File: src/rtl/dma_seq_pkg.sv
package dma_seq_pkg;

    typedef enum logic [3:0] {
        S_IDLE = 4'd0,
        S_HOLD = 4'd1,
        S_T1   = 4'd2,
        S_T2   = 4'd3,
        S_T3   = 4'd4,
        S_T4   = 4'd5,
        S_WAIT = 4'd6,
        S_R1   = 4'd7,
        S_R2   = 4'd8,
        S_R3   = 4'd9,
        S_R4   = 4'd10,
        S_W1   = 4'd11,
        S_W2   = 4'd12,
        S_W3   = 4'd13,
        S_W4   = 4'd14
    } seq_state_e;

    typedef enum logic [1:0] {
        MODE_DEMAND = 2'b00,
        MODE_SINGLE = 2'b01,
        MODE_BLOCK  = 2'b10,
        MODE_RSVD   = 2'b11
    } svc_mode_e;

    function automatic logic is_working(input seq_state_e s);
        return (s != S_IDLE) && (s != S_HOLD);
    endfunction

endpackage

File: src/rtl/dma_seq_fsm.sv
module dma_seq_fsm
    import dma_seq_pkg::*;
(
    input  logic       clk,
    input  logic       rst_n,
    input  logic       chan_req,
    input  logic       hold_ack,
    input  logic       rdy_in,
    input  logic [1:0] xfer_mode,
    input  logic       mem_to_mem,
    input  logic       term_cnt,
    input  logic       ext_stop,
    output seq_state_e state_q,
    output seq_state_e wait_ret_q,
    output logic       xfer_step,
    output logic       svc_done
);

    seq_state_e state_d;
    seq_state_e wait_ret_d;
    logic       stop_q;
    logic       stop_d;
    logic       end_hit;
    logic       last_state;
    seq_state_e restart;
    svc_mode_e  mode;

    assign mode       = svc_mode_e'(xfer_mode);
    assign last_state = (state_q == S_T4) || (state_q == S_W4);
    assign end_hit    = term_cnt || ext_stop || stop_q;
    assign restart    = (state_q == S_W4) ? S_R1 : S_T1;
    assign xfer_step  = last_state;
    assign svc_done   = last_state && end_hit;

    // state register
    always_ff @(posedge clk or negedge rst_n) begin
        if (!rst_n) begin
            state_q    <= S_IDLE;
            wait_ret_q <= S_T4;
            stop_q     <= 1'b0;
        end else begin
            state_q    <= state_d;
            wait_ret_q <= wait_ret_d;
            stop_q     <= stop_d;
        end
    end

    // next state
    always_comb begin
        state_d    = state_q;
        wait_ret_d = wait_ret_q;
        unique case (state_q)
            S_IDLE: if (chan_req) state_d = S_HOLD;
            S_HOLD: begin
                if (!chan_req)     state_d = S_IDLE;
                else if (hold_ack) state_d = mem_to_mem ? S_R1 : S_T1;
            end
            S_T1: state_d = S_T2;
            S_T2: state_d = S_T3;
            S_T3: begin
                if (rdy_in) state_d = S_T4;
                else begin
                    state_d    = S_WAIT;
                    wait_ret_d = S_T4;
                end
            end
            S_WAIT: if (rdy_in) state_d = wait_ret_q;
            S_R1: state_d = S_R2;
            S_R2: state_d = S_R3;
            S_R3: begin
                if (rdy_in) state_d = S_R4;
                else begin
                    state_d    = S_WAIT;
                    wait_ret_d = S_R4;
                end
            end
            S_R4: state_d = S_W1;
            S_W1: state_d = S_W2;
            S_W2: state_d = S_W3;
            S_W3: begin
                if (rdy_in) state_d = S_W4;
                else begin
                    state_d    = S_WAIT;
                    wait_ret_d = S_W4;
                end
            end
            S_T4, S_W4: begin
                if (end_hit) state_d = S_IDLE;
                else begin
                    unique case (mode)
                        MODE_BLOCK:  state_d = restart;
                        MODE_DEMAND: state_d = chan_req ? restart : S_IDLE;
                        MODE_SINGLE,
                        MODE_RSVD:   state_d = S_IDLE;
                        default:     state_d = S_IDLE;
                    endcase
                end
            end
            default: state_d = S_IDLE;
        endcase
    end

    // stop latch
    always_comb begin
        if (state_d == S_IDLE)                   stop_d = 1'b0;
        else if (is_working(state_q) && ext_stop) stop_d = 1'b1;
        else                                     stop_d = stop_q;
    end

    AST_WAIT_ON_NOT_READY: assert property (@(posedge clk) disable iff (!rst_n)
        ((state_q == S_T3) && !rdy_in) |=> (state_q == S_WAIT));
    AST_SINGLE_GIVES_BUS: assert property (@(posedge clk) disable iff (!rst_n)
        ((state_q == S_T4) && (xfer_mode == 2'b01)) |=> (state_q == S_IDLE));
    AST_BLOCK_KEEPS_BUS: assert property (@(posedge clk) disable iff (!rst_n)
        ((state_q == S_T4) && (xfer_mode == 2'b10) && !end_hit) |=> (state_q == S_T1));

endmodule

File: src/rtl/dma_seq_strobes.sv
module dma_seq_strobes
    import dma_seq_pkg::*;
(
    input  seq_state_e state_q,
    input  seq_state_e wait_ret_q,
    input  logic       io_to_mem,
    output logic       hold_req,
    output logic       io_rd,
    output logic       io_wr,
    output logic       mem_rd,
    output logic       mem_wr,
    output logic       addr_en,
    output logic       addr_latch,
    output logic       capture,
    output logic       data_oe
);

    logic io_rd_ph;
    logic io_wr_ph;

    // output decode
    always_comb begin
        hold_req   = (state_q != S_IDLE);
        addr_en    = is_working(state_q);
        addr_latch = 1'b0;
        io_rd_ph   = 1'b0;
        io_wr_ph   = 1'b0;
        mem_rd     = 1'b0;
        mem_wr     = 1'b0;
        io_rd      = 1'b0;
        io_wr      = 1'b0;
        capture    = 1'b0;
        data_oe    = 1'b0;
        unique case (state_q)
            S_IDLE, S_HOLD: ;
            S_T1, S_R1:     addr_latch = 1'b1;
            S_W1: begin
                addr_latch = 1'b1;
                data_oe    = 1'b1;
            end
            S_T2: io_rd_ph = 1'b1;
            S_T3, S_T4: begin
                io_rd_ph = 1'b1;
                io_wr_ph = 1'b1;
            end
            S_WAIT: begin
                unique case (wait_ret_q)
                    S_R4: mem_rd = 1'b1;
                    S_W4: begin
                        mem_wr  = 1'b1;
                        data_oe = 1'b1;
                    end
                    default: begin
                        io_rd_ph = 1'b1;
                        io_wr_ph = 1'b1;
                    end
                endcase
            end
            S_R2, S_R3: mem_rd = 1'b1;
            S_R4: begin
                mem_rd  = 1'b1;
                capture = 1'b1;
            end
            S_W2: data_oe = 1'b1;
            S_W3, S_W4: begin
                mem_wr  = 1'b1;
                data_oe = 1'b1;
            end
            default: ;
        endcase
        // first phase reads the source, second writes the target
        if (io_to_mem) begin
            io_rd  = io_rd_ph;
            mem_wr = mem_wr | io_wr_ph;
        end else begin
            mem_rd = mem_rd | io_rd_ph;
            io_wr  = io_wr_ph;
        end
    end

endmodule

File: src/rtl/dma_seq_tmpreg.sv
module dma_seq_tmpreg #(
    parameter int DATA_W = 8
) (
    input  logic              clk,
    input  logic              rst_n,
    input  logic              capture,
    input  logic [DATA_W-1:0] din,
    output logic [DATA_W-1:0] dout
);

    always_ff @(posedge clk or negedge rst_n) begin
        if (!rst_n)       dout <= '0;
        else if (capture) dout <= din;
    end

endmodule

File: src/rtl/dma_xfer_sequencer.sv
module dma_xfer_sequencer
    import dma_seq_pkg::*;
#(
    parameter int DATA_W = 8
) (
    input  logic              clk,
    input  logic              rst_n,
    input  logic              chan_req,
    input  logic              hold_ack,
    input  logic              rdy_in,
    input  logic [1:0]        xfer_mode,
    input  logic              io_to_mem,
    input  logic              mem_to_mem,
    input  logic              term_cnt,
    input  logic              ext_stop,
    input  logic [DATA_W-1:0] mem_rd_data,
    output logic [3:0]        seq_state,
    output logic              hold_req,
    output logic              io_rd,
    output logic              io_wr,
    output logic              mem_rd,
    output logic              mem_wr,
    output logic              addr_en,
    output logic              addr_latch,
    output logic [DATA_W-1:0] data_out,
    output logic              data_oe,
    output logic              xfer_step,
    output logic              svc_done
);

    seq_state_e state_q;
    seq_state_e wait_ret_q;
    logic       capture;

    dma_seq_fsm u_fsm (
        .clk        (clk),
        .rst_n      (rst_n),
        .chan_req   (chan_req),
        .hold_ack   (hold_ack),
        .rdy_in     (rdy_in),
        .xfer_mode  (xfer_mode),
        .mem_to_mem (mem_to_mem),
        .term_cnt   (term_cnt),
        .ext_stop   (ext_stop),
        .state_q    (state_q),
        .wait_ret_q (wait_ret_q),
        .xfer_step  (xfer_step),
        .svc_done   (svc_done)
    );

    dma_seq_strobes u_strb (
        .state_q    (state_q),
        .wait_ret_q (wait_ret_q),
        .io_to_mem  (io_to_mem),
        .hold_req   (hold_req),
        .io_rd      (io_rd),
        .io_wr      (io_wr),
        .mem_rd     (mem_rd),
        .mem_wr     (mem_wr),
        .addr_en    (addr_en),
        .addr_latch (addr_latch),
        .capture    (capture),
        .data_oe    (data_oe)
    );

    dma_seq_tmpreg #(.DATA_W(DATA_W)) u_tmp (
        .clk     (clk),
        .rst_n   (rst_n),
        .capture (capture),
        .din     (mem_rd_data),
        .dout    (data_out)
    );

    assign seq_state = state_q;

    AST_ADDR_NEEDS_HOLD: assert property (@(posedge clk) disable iff (!rst_n)
        addr_en |-> hold_req);
    AST_IO_STROBES_EXCLUSIVE: assert property (@(posedge clk) disable iff (!rst_n)
        !(io_rd && io_wr));
    AST_COPY_NO_IO: assert property (@(posedge clk) disable iff (!rst_n)
        data_oe |-> (!io_rd && !io_wr && !mem_rd));
    AST_DONE_AT_STEP: assert property (@(posedge clk) disable iff (!rst_n)
        svc_done |-> xfer_step);
    AST_LATCH_ONE_CYCLE: assert property (@(posedge clk) disable iff (!rst_n)
        addr_latch |=> !addr_latch);
    AST_DATA_HELD: assert property (@(posedge clk) disable iff (!rst_n)
        (data_oe && $past(data_oe)) |-> $stable(data_out));

endmodule

File: config.mk
export PLATFORM = sky130hd
export DESIGN_NAME = dma_xfer_sequencer
export DESIGN_NICKNAME = d
export VERILOG_FILES = /design/src/rtl/dma_seq_pkg.sv /design/src/rtl/dma_seq_fsm.sv /design/src/rtl/dma_seq_strobes.sv /design/src/rtl/dma_seq_tmpreg.sv /design/src/rtl/dma_xfer_sequencer.sv
export SDC_FILE = /design/constraint.sdc
export NUM_CORES = 1
export LEC_CHECK = 0
export ABC_CLOCK_PERIOD_IN_PS = 2960
export CELL_PAD_IN_SITES_DETAIL_PLACEMENT = 1
export CELL_PAD_IN_SITES_GLOBAL_PLACEMENT = 1
export CORE_ASPECT_RATIO = 1.4
export CORE_MARGIN = 2
export CORE_UTILIZATION = 48
export DETAILED_ROUTE_END_ITERATION = 7
export DONT_BUFFER_PORTS = 1
export GPL_ROUTABILITY_DRIVEN = 0
export MAX_ROUTING_LAYER = met4
export PLACE_DENSITY_LB_ADDON = 0.08
export REMOVE_ABC_BUFFERS = 1
export SYNTH_ARGS = -nofsm -noshare
export SYNTH_HDL_FRONTEND = slang
export SYNTH_SLANG_ARGS = --single-unit
File: constraint.sdc
create_clock -name clk -period 2.96 [get_ports clk]
set_input_delay 0.148 -clock clk [delete_from_list [all_inputs] [get_ports clk]]
set_output_delay 0.148 -clock clk [all_outputs]
set_load 0.05 [all_outputs]
# ---- Word-level counts from Yosys, hierarchy flattened
# Index checks and enable logic that the tools add are counted.
dict set report totals {
  ff_bits 17
}
dict set report classes {
  n_eq_ne 23
  muxes 33
  n_bitwise 2
  n_reduce_logical 22
}
# operator n
set ops {}
lappend ops {{4-bit case mux with 14 select lines} 1}
lappend ops {{4-bit 2-to-1 mux} 11}
lappend ops {{4-bit == test, second input constant} 9}
lappend ops {{4-bit case mux with 3 select lines} 2}
lappend ops {{4-bit by 3-bit == test with 1-bit output, second input constant} 4}
lappend ops {{1-bit 2-to-1 mux} 11}
lappend ops {{1-bit case mux with 2 select lines} 5}
lappend ops {{2-bit OR reduction} 5}
lappend ops {{3-bit OR reduction} 3}
lappend ops {{4-bit by 2-bit == test with 1-bit output, second input constant} 2}
lappend ops {{4-bit zero test} 2}
lappend ops {{3-bit 2-to-1 mux} 2}
lappend ops {{2-bit inequality test, second input constant} 3}
lappend ops {{2-bit == test, second input constant} 2}
lappend ops {{4-bit by 1-bit == test with 1-bit output, second input constant} 1}
lappend ops {{4-bit by 1-bit inequality test with 1-bit output, second input constant} 1}
lappend ops {{4-bit AND reduction} 1}
lappend ops {{4-bit nonzero test} 1}
lappend ops {{4-bit OR reduction} 1}
lappend ops {{1-bit logical AND} 3}
lappend ops {{1-bit logical OR} 3}
lappend ops {{3-bit nonzero test} 1}
lappend ops {{2-bit by 1-bit == test with 1-bit output, second input constant} 1}
lappend ops {{2-bit zero test} 1}
lappend ops {{3 further kinds} 4}

# ---- Longest topological paths before layout
# Gate-level depths: netlist of run 1.
dict set report depth {
  depth_word 8
  ltp_mapped 6
  ltp_nobuf 5
}

# ---- Hierarchy
# A second synthesis of run 1 with hierarchy kept.
dict set report hier_totals {
  hier_cells 117
  area_unflattened_um2 1147.4
}
# mod instances cells_each area_per_inst_um2 seq_area_each_um2
set modules_own_cells {}
lappend modules_own_cells {dma_seq_fsm 1 66 589.3 202.7}
lappend modules_own_cells {dma_seq_tmpreg 1 17 331.6 200.2}
lappend modules_own_cells {dma_seq_strobes 1 34 226.5 0.0}

# ---- Worst setup path before layout of run 1
# OpenSTA, ideal clock, no wires.
dict set report synth_path {
  path_type {register to output}
  start {register u_fsm.state_q[2]}
  end {output svc_done}
  arrival_time_ns 2.277
  t_required_ns 2.812
  slack_ns 0.535
  path_stages_with_launch 5
  n_path_buf 1
  cell_sequence {dfrtp_1 -> buf_4 -> nand2b_4 -> o21ai_1 -> and2_1}
}
dict set report synth_via {
  elab_chain_cells 3
  word_cells_on_any_way 4
  classes_between {2 x eq/ne; 2 x reduce/logical}
}
# element line_no
set synth_rtl {}
lappend synth_rtl {{from (decl)} dma_seq_fsm.sv:13} ;# output seq_state_e state_q,
lappend synth_rtl {{from (signal assigned)} dma_seq_fsm.sv:42} ;# state_q <= state_d;
lappend synth_rtl {{4-bit by 3-bit == test with 1-bit output or 4-bit == test (tied branches)} dma_seq_fsm.sv:29} ;# assign last_state = (state_q == S_T4) || (state_q == S_W4);
lappend synth_rtl {{1-bit logical OR (*)} dma_seq_fsm.sv:29}
lappend synth_rtl {{via xfer_step} dma_xfer_sequencer.sv:27} ;# output logic xfer_step,
lappend synth_rtl {{1-bit logical AND (*)} dma_seq_fsm.sv:33} ;# assign svc_done = last_state && end_hit;
lappend synth_rtl {{to (decl)} dma_xfer_sequencer.sv:28} ;# output logic svc_done
# Mark *: on every way through the listed nets, which the timed path passes. The rest lies on a longest branch.

# ---- Final worst setup path of run 1
dict set report layout_path {
  start {register u_fsm.state_q[1]}
  end {output svc_done}
}
dict set report layout_via {
  elab_chain_cells 3
  word_cells_on_any_way 4
  classes_between {2 x eq/ne; 2 x reduce/logical}
}
# element line_no
set layout_rtl {}
lappend layout_rtl {{4-bit by 3-bit == test with 1-bit output or 4-bit == test (tied branches)} dma_seq_fsm.sv:29}
lappend layout_rtl {{1-bit logical OR (*)} dma_seq_fsm.sv:29}
lappend layout_rtl {{1-bit logical AND (*)} dma_seq_fsm.sv:33}
# Mark *: on every way between the ends. The rest lies on a longest branch, timed or not.

==> results of run 1 <==
## final timing paths
path,to,slack (ns),depth (start not counted)
setup / recovery,svc_done,0.51,5
hold / removal,u_fsm.stop_q,0.04,2
setup reg to reg,u_fsm.stop_q,0.73,5
hold reg to reg,u_fsm.wait_ret_q[0],0.52,2
max in group asynchronous,u_fsm.stop_q,2.19,1
min in group asynchronous,u_tmp.dout[2],0.32,1
## cells in the final DEF (no fill, tap or decap), types with 3 or more instances in the layout
| master | netlist | routed |
|---|---|---|
| dlygate4sd3_1 | 0 | 9 |
| nand2_1 | 12 | 12 |
| nor2_1 | 11 | 11 |
| o21ai_0 | 7 | 6 |
| a21oi_1 | 8 | 8 |
| buf_4 | 2 | 7 |
| o21ai_1 | 2 | 3 |
| a31oi_1 | 6 | 6 |
| mux2_1 | 8 | 8 |
| clkbuf_4 | 0 | 3 |
| inv_1 | 7 | 7 |
| dfrtp_1 | 14 | 14 |
## power breakdown
| part | switching, mW | internal (mW) | total (mW) | leakage, nW |
|---|---|---|---|---|
| clock network | 0.0707 | 0.0750 | 0.146 | 0.0210 |
| registers | 0.361 | 0.309 | 0.670 | 0.203 |
| logic | 0.574 | 0.258 | 0.832 | 0.330 |
| total | 1.01 | 0.642 | 1.65 | 0.554 |
## sequential cells by signal, summed over array words and instances (netlist names)
signal and cells:
u_fsm.stop_q 1, u_tmp.dout 8, u_fsm.wait_ret_q 3, u_fsm.state_q 4
## synth_stat cells (all sizes together)
master | count | area [sq um]
a2111oi | 1 | 10.0
a211o | 1 | 8.76
a21oi | 8 | 40.0
a221o | 1 | 10.0
a221oi | 2 | 17.5
a31oi | 6 | 37.5
a32o | 1 | 10.0
and2 | 2 | 12.5
and3 | 2 | 12.5
buf | 6 | 41.3
dfrtp | 14 | 350
dfstp | 2 | 52.6
inv | 9 | 33.8
mux2 | 8 | 90.1
mux2i | 1 | 10.0
nand2 | 12 | 45.0
nand2b | 3 | 26.3
nand3 | 1 | 5.00
nand3b | 2 | 15.0
nand4 | 1 | 6.26
nand4b | 1 | 15.0
nor2 | 13 | 58.8
nor2b | 1 | 6.26
nor3 | 3 | 20.0
nor4 | 1 | 21.3
o21a | 1 | 7.51
o21ai | 9 | 45.0
o221ai | 1 | 8.76
o31ai | 1 | 7.51
o32a | 1 | 10.0
o32ai | 1 | 8.76
or2 | 1 | 6.26
or3 | 1 | 11.3
## area by class of cell
cell class,instances,area (sq um)
tap,22,27.5
timing repair buffer,16,143
sequential,16,403
inverter,9,33.8
clock buffer,4,36.3
fill,250,901
multi-input combinational,87,583
## layer usage
metal / up-vias / share of wire / global-route usage
li1: 450 / - / -
met1: 456 / 0.39 / 0.277
met2: 37 / 0.52 / 0.401
met3: 10 / 0.061 / 0.0366
met4: 0 / 0.035 / 0.134
met5: - / 0 / -
## worst max-delay path, stage by stage, from the launching register on
cell and delay (ns):
dfrtp_1 1.02, nand4b_2 0.27, o21ai_1 0.15, buf_4 0.22, and2_1 0.15, buf_4 0.19
## through the flow
| step | instances | power, mW |
|---|---|---|
| final | 154 | 1.65 |
| after global routing | 154 | 1.76 |
| after CTS | 154 | 1.64 |
| after detailed placement | 141 | 1.49 |
| after global placement | 141 | 1.46 |
| after floorplan | 112 | 1.30 |
## cell families (layout without fill, tap and decap cells)
logic type,after synthesis,after routing,synth area share
compound gates,34,34,0.209
mux,9,9,0.0943
simple gates,44,44,0.246
flops,16,16,0.380
buf+inv,15,29,0.0708
==> summary.md, run 1 <==
| Metric | Value |
|---|---|
| CTS resizes | 0 |
| Synth Register Bits | 16 |
| IO Count | 41 |
| Syn_area_per_cell | 8.99 sq um |
| H-tree depth | 1 |
| Cells after Synth | 118 |
| Placement Cell Area | 1100 sq um |
| Postcts setup bufs | 0 |
| Max Clk Rate | 0.408 GHz |
| Cell variety after synth | 41 |
| DR pass1 iterations | 4 |
| Starting Density | 0.499 |
| Final design utilization | 0.576 |
| Hold Slack | 0.0429 ns |
| Share of cells above drive strength 1 | 0.167 |
| Synth warnings | 0 |
| Num rows | 20 |
| Skew-Pair Late Insertion Delay | 0.29 ns |
| # Max-Cap Violations | 0 |
| Nets@finish | 152 |
| Min Tclk post-route | 2.45 ns |
| Hold Path Class | input pin to flip-flop |
| Hold Vio Cnt, Final | 0 |
| GRT Util Overall | 0.243 |
| Crit Path Max Fanout | 20 |
| Vias/cell | 6.19 |
| Hold Buf Count CTS | 9 |
| CTS sink count | 16 |
| Clk root buf | clkbuf_4 |
| Clock buffer count from CTS | 3 |
| Unrepaired setup endpoints after global routing | no |
| CTS tree | built |
| Place WS | 0.750 ns |
| Antenna violations before repair | 0 |
| Max Slew Vio Count | 0 |
| CP required | 2.81 ns |
| Slew @ Worst Pin | 1.03 ns |
| Die ar. | 2610 sq um |
| Leak | 0.554 nW |
| Pwr/cell area | 1340 nW/um^2 |
| Reg-to-reg startpoint | u_fsm.state_q[1] |
| Setup Skew | 0.00990 ns |
| Vias in the first global route | 980 |
| DR WL/cell | 17.7 microns |
| Mapped Area | 1060 sq um |
| DR vias | 953 |
| Crit path DAT | 2.30 ns |
| Worst Path Class, Setup | flip-flop to primary output |
| Grt total ovfl | 0 |
| Worst setup margin | 0.511 ns |
| CTS clk-pin slew, worst paths | 0.09 ns |
| Startpoint types | flip-flop |
| Drt initial violations | 14 |
| Period utilization | 0.827 |
| CP startpoint | u_fsm.state_q[1] |
| # diodes | 0 |
| Status | complete, no violations |
| Core area | 2130 sq um |
| Chip height | 59.6 microns |
| DRT antenna net count | 0 |
| DPL Wire Length | 1.87 mm |
| VDD IR max | 615 uV |
| Drt drc | 0 |
| Routed WL | 2.72 mm |
| First-pass GRT wire length | 4.53 mm |
| Setup TNS | 0 ns |
| # setup viols final | 0 |
| Deepest clock path buffer count | 2 |
| Area Growth Syn to Fin | 15.6% |
| Largest net degree at the start of global routing | 26 |
| Sequential area share after synthesis | 0.380 |
| Final instance area | 1230 sq um |
| Hold_sp | ext_stop |
| Relative slew margins | 0.316 |
| Die Width | 43.7 microns |
| Input/output buffers | 0 |
| Crit end category | primary output |
No activity file was read; power rests on OpenSTA's default activity.
==> inputs of run 2 (changes only) <==
--- a/config.mk
+++ b/config.mk
@@ -5,12 +5,12 @@
 export SDC_FILE = /design/constraint.sdc
 export NUM_CORES = 1
 export LEC_CHECK = 0
-export ABC_CLOCK_PERIOD_IN_PS = 2960
+export ABC_CLOCK_PERIOD_IN_PS = 2000
 export CELL_PAD_IN_SITES_DETAIL_PLACEMENT = 1
 export CELL_PAD_IN_SITES_GLOBAL_PLACEMENT = 1
 export CORE_ASPECT_RATIO = 1.4
 export CORE_MARGIN = 2
-export CORE_UTILIZATION = 48
+export CORE_UTILIZATION = 40
 export DETAILED_ROUTE_END_ITERATION = 7
 export DONT_BUFFER_PORTS = 1
 export GPL_ROUTABILITY_DRIVEN = 0
==> constraint.sdc (replaced) <==
create_clock -name clk -period 2 [get_ports clk]
set_input_delay 0.1 -clock clk [delete_from_list [all_inputs] [get_ports clk]]
set_output_delay 0.1 -clock clk [all_outputs]
set_load 0.05 [all_outputs]
==> summary.md, run 2 (synthesized netlist as in run 1, its figures left out) <==
| Metric | Value |
|---|---|
| First-pass GRT wire length | 4.91 mm (+8.4%) |
| Commonest non-fill, non-tap cell in the layout | buf_4 |
| Slew @ Worst Pin | 0.693 ns (-0.333 ns) |
| Core area | 2560 sq um (+20%) |
| CP startpoint | u_fsm.wait_ret_q[1] |
| Worst Path Class, Setup | flip-flop to primary output |
| Crit end category | primary output |
| Crit path DAT | 1.82 ns (-0.48 ns) |
| Max Slew Vio Count | 0 (unchanged) |
| Period utilization | 0.959 |
| Hold Vio Cnt, Final | 0 (unchanged) |
| CTS clk-pin slew, worst paths | 0.08 ns (about the same) |
| Drt drc | 0 (unchanged) |
| Die Width | 47.5 microns (+8.7%) |
| Vias/cell | 5.67 (-8.4%) |
| Starting Density | 0.414 (-0.0844) |
| Clk root buf | clkbuf_4 |
| CP max-delay cell | dfrtp_1 |
| VDD IR max | 1260 uV (+110%) |
| Worst setup margin | 0.0819 ns (-0.429 ns) |
| Routed WL | 3.02 mm (+11%) |
| Post-route total power | 2.72 mW (+65%) |
| GRT Util Overall | 0.228 (-0.0156) |
| Hold Path Class | input pin to flip-flop |
| CTS tree | built |
| Biggest regs | u_tmp.dout (8), u_fsm.state_q (4), u_fsm.wait_ret_q (3) |
| Startpoint types | flip-flop |
| Die ar. | 3090 sq um (+18%) |
| Setup Skew | 0.00275 ns (-0.00714 ns) |
| Place WS | 0.211 ns (-0.539 ns) |
| # diodes | 0 (unchanged) |
| Crit Path Max Fanout | 5 (-75%) |
| Clock buffer count from CTS | 3 (unchanged) |
| Skew-Pair Late Insertion Delay | 0.28 ns (about the same) |
| Number of flip-flops in the largest register | 8 (unchanged) |
| DPL Wire Length | 2.12 mm (+13%) |
| Top delay family on crit path | compound AO/OA/AOI/OAI gates |
| Final instance area | 1380 sq um (+13%) |
| CP Cell Sequence | nor2b_2, o21ai_1, nand2_1, a21oi_2, a221o_1, buf_4 |
| Hold_sp | rdy_in |
| DR pass1 iterations | 4 (unchanged) |
| Relative slew margins | 0.536 (+0.220) |
| Reg-to-reg startpoint | u_fsm.state_q[1] |
| Postcts setup bufs | 0 (unchanged) |
| Share of cells above drive strength 1 | 0.268 (+0.101) |
| Grt total ovfl | 0 (unchanged) |
| Filler Cell Count | 301 (+20%) |
| Vias in the first global route | 1071 (+9.3%) |
| Drt initial violations | 22 (+8) |
| Leak | 0.611 nW (+10%) |
| DR WL/cell | 16.9 microns (-4.1%) |
| IO Count | 41 (unchanged) |
| Nets@finish | 162 (+6.6%) |
| CP required | 1.90 ns (-0.91 ns) |
| Hold Slack | 0.0113 ns (-0.0317 ns) |
| Largest Register | u_tmp.dout |
| Pwr/cell area | 1970 nW/um^2 (+46%) |
| WP buf/inv | 1 (-1) |
| DP Cell Count | 165 (+17%) |
| # setup viols final | 0 (unchanged) |
| Placement Cell Area | 1240 sq um (+13%) |
| Num rows | 22 (+10%) |
| Slowest stage delay, CP | 0.45 ns (-0.57 ns) |
| Status | complete, no violations |
| CTS sink count | 16 (unchanged) |
| # Max-Cap Violations | 0 (unchanged) |
| H-tree depth | 1 (unchanged) |
| Antenna violations before repair | 0 (unchanged) |
| Min Tclk post-route | 1.92 ns |
| Most frequent cells in the layout | 13 x buf_4, 12 x nand2_1, 11 x nor2_1 |
| Largest net degree at the start of global routing | 19 (-27%) |
| Max Clk Rate | 0.521 GHz |
| Input/output buffers | 0 (unchanged) |
| Area Growth Syn to Fin | 30.3% |
| DRT antenna net count | 0 (unchanged) |
| Deepest clock path buffer count | 2 (unchanged) |
| Final Non-Filler Cells | 178 (+16%) |
| DR vias | 1009 (+5.9%) |
| Chip height | 64.9 microns (+8.9%) |
[run 2: cell types whose count changed in the layout (fill, tap and decap cells not counted), sizes merged]
| cell | before | now |
|---|---|---|
| buf | 7 | 17 |
[run 2: area by class of cell]
| cell class | count | area, sq um | area share |
|---|---|---|---|
| Sequential cell | 16 | 410 | 0.297 |
| Multi-Input combinational cell | 87 | 589 | 0.426 |
| Tap cell | 36 | 45.0 | 0.0326 |
| Inverter | 9 | 33.8 | 0.0244 |
| Clock buffer | 4 | 36.3 | 0.0262 |
| Timing Repair Buffer | 26 | 268 | 0.194 |
[run 2: where the power goes]
| part | leakage [nW] | switching [mW] | internal (mW) |
|---|---|---|---|
| sequential | 0.198 | 0.489 | 0.471 |
| combinational | 0.392 | 0.974 | 0.576 |
| clock | 0.0210 | 0.0956 | 0.111 |
| total | 0.611 | 1.56 | 1.16 |
[run 2: worst paths after layout]
check                                      endpoint  slack, ns  cells after the start
worst max-delay path                         mem_rd       0.08                      6
worst min-delay path            u_fsm.wait_ret_q[0]       0.01                      3
worst max register to register         u_fsm.stop_q       0.25                      5
worst min register to register  u_fsm.wait_ret_q[0]       0.52                      2
max in group asynchronous          u_fsm.state_q[1]       1.20                      1
min in group asynchronous          u_fsm.state_q[2]       0.30                      1
[run 2: worst reg2reg max path, delay by kind of cell, from the launching register on]
family / cells / cell delay (ns)
buffers and inverters: 1 / 0.12
AOI/OAI and AO/OA: 3 / 0.73
muxes: 1 / 0.19
DFF: 1 / 0.58
[run 2: what timing repair did]
item	CTS	global route
hold buffers	9	0
gates resized for setup	2	5
endpoints found under the hold margin	24	0
endpoints found under the setup margin	2	3
[run 2: routing by layer]
layer,track usage,part of all wire,vias up
met2,0.370,0.51,33
met5,-,0,-
met1,0.280,0.42,498
li1,-,-,474
met4,0.0833,0.012,0
met3,0.0251,0.056,4
[run 2: metrics by stage]
stage | setup TNS (ns) | utilization
3_5_place_dp | 0 | 0.485
5_1_grt | -0.000383 | 0.540
2_1_floorplan | -1.85 | -
6_report | 0 | 0.540
4_1_cts | 0 | 0.536
3_3_place_gp | 0 | 0.485
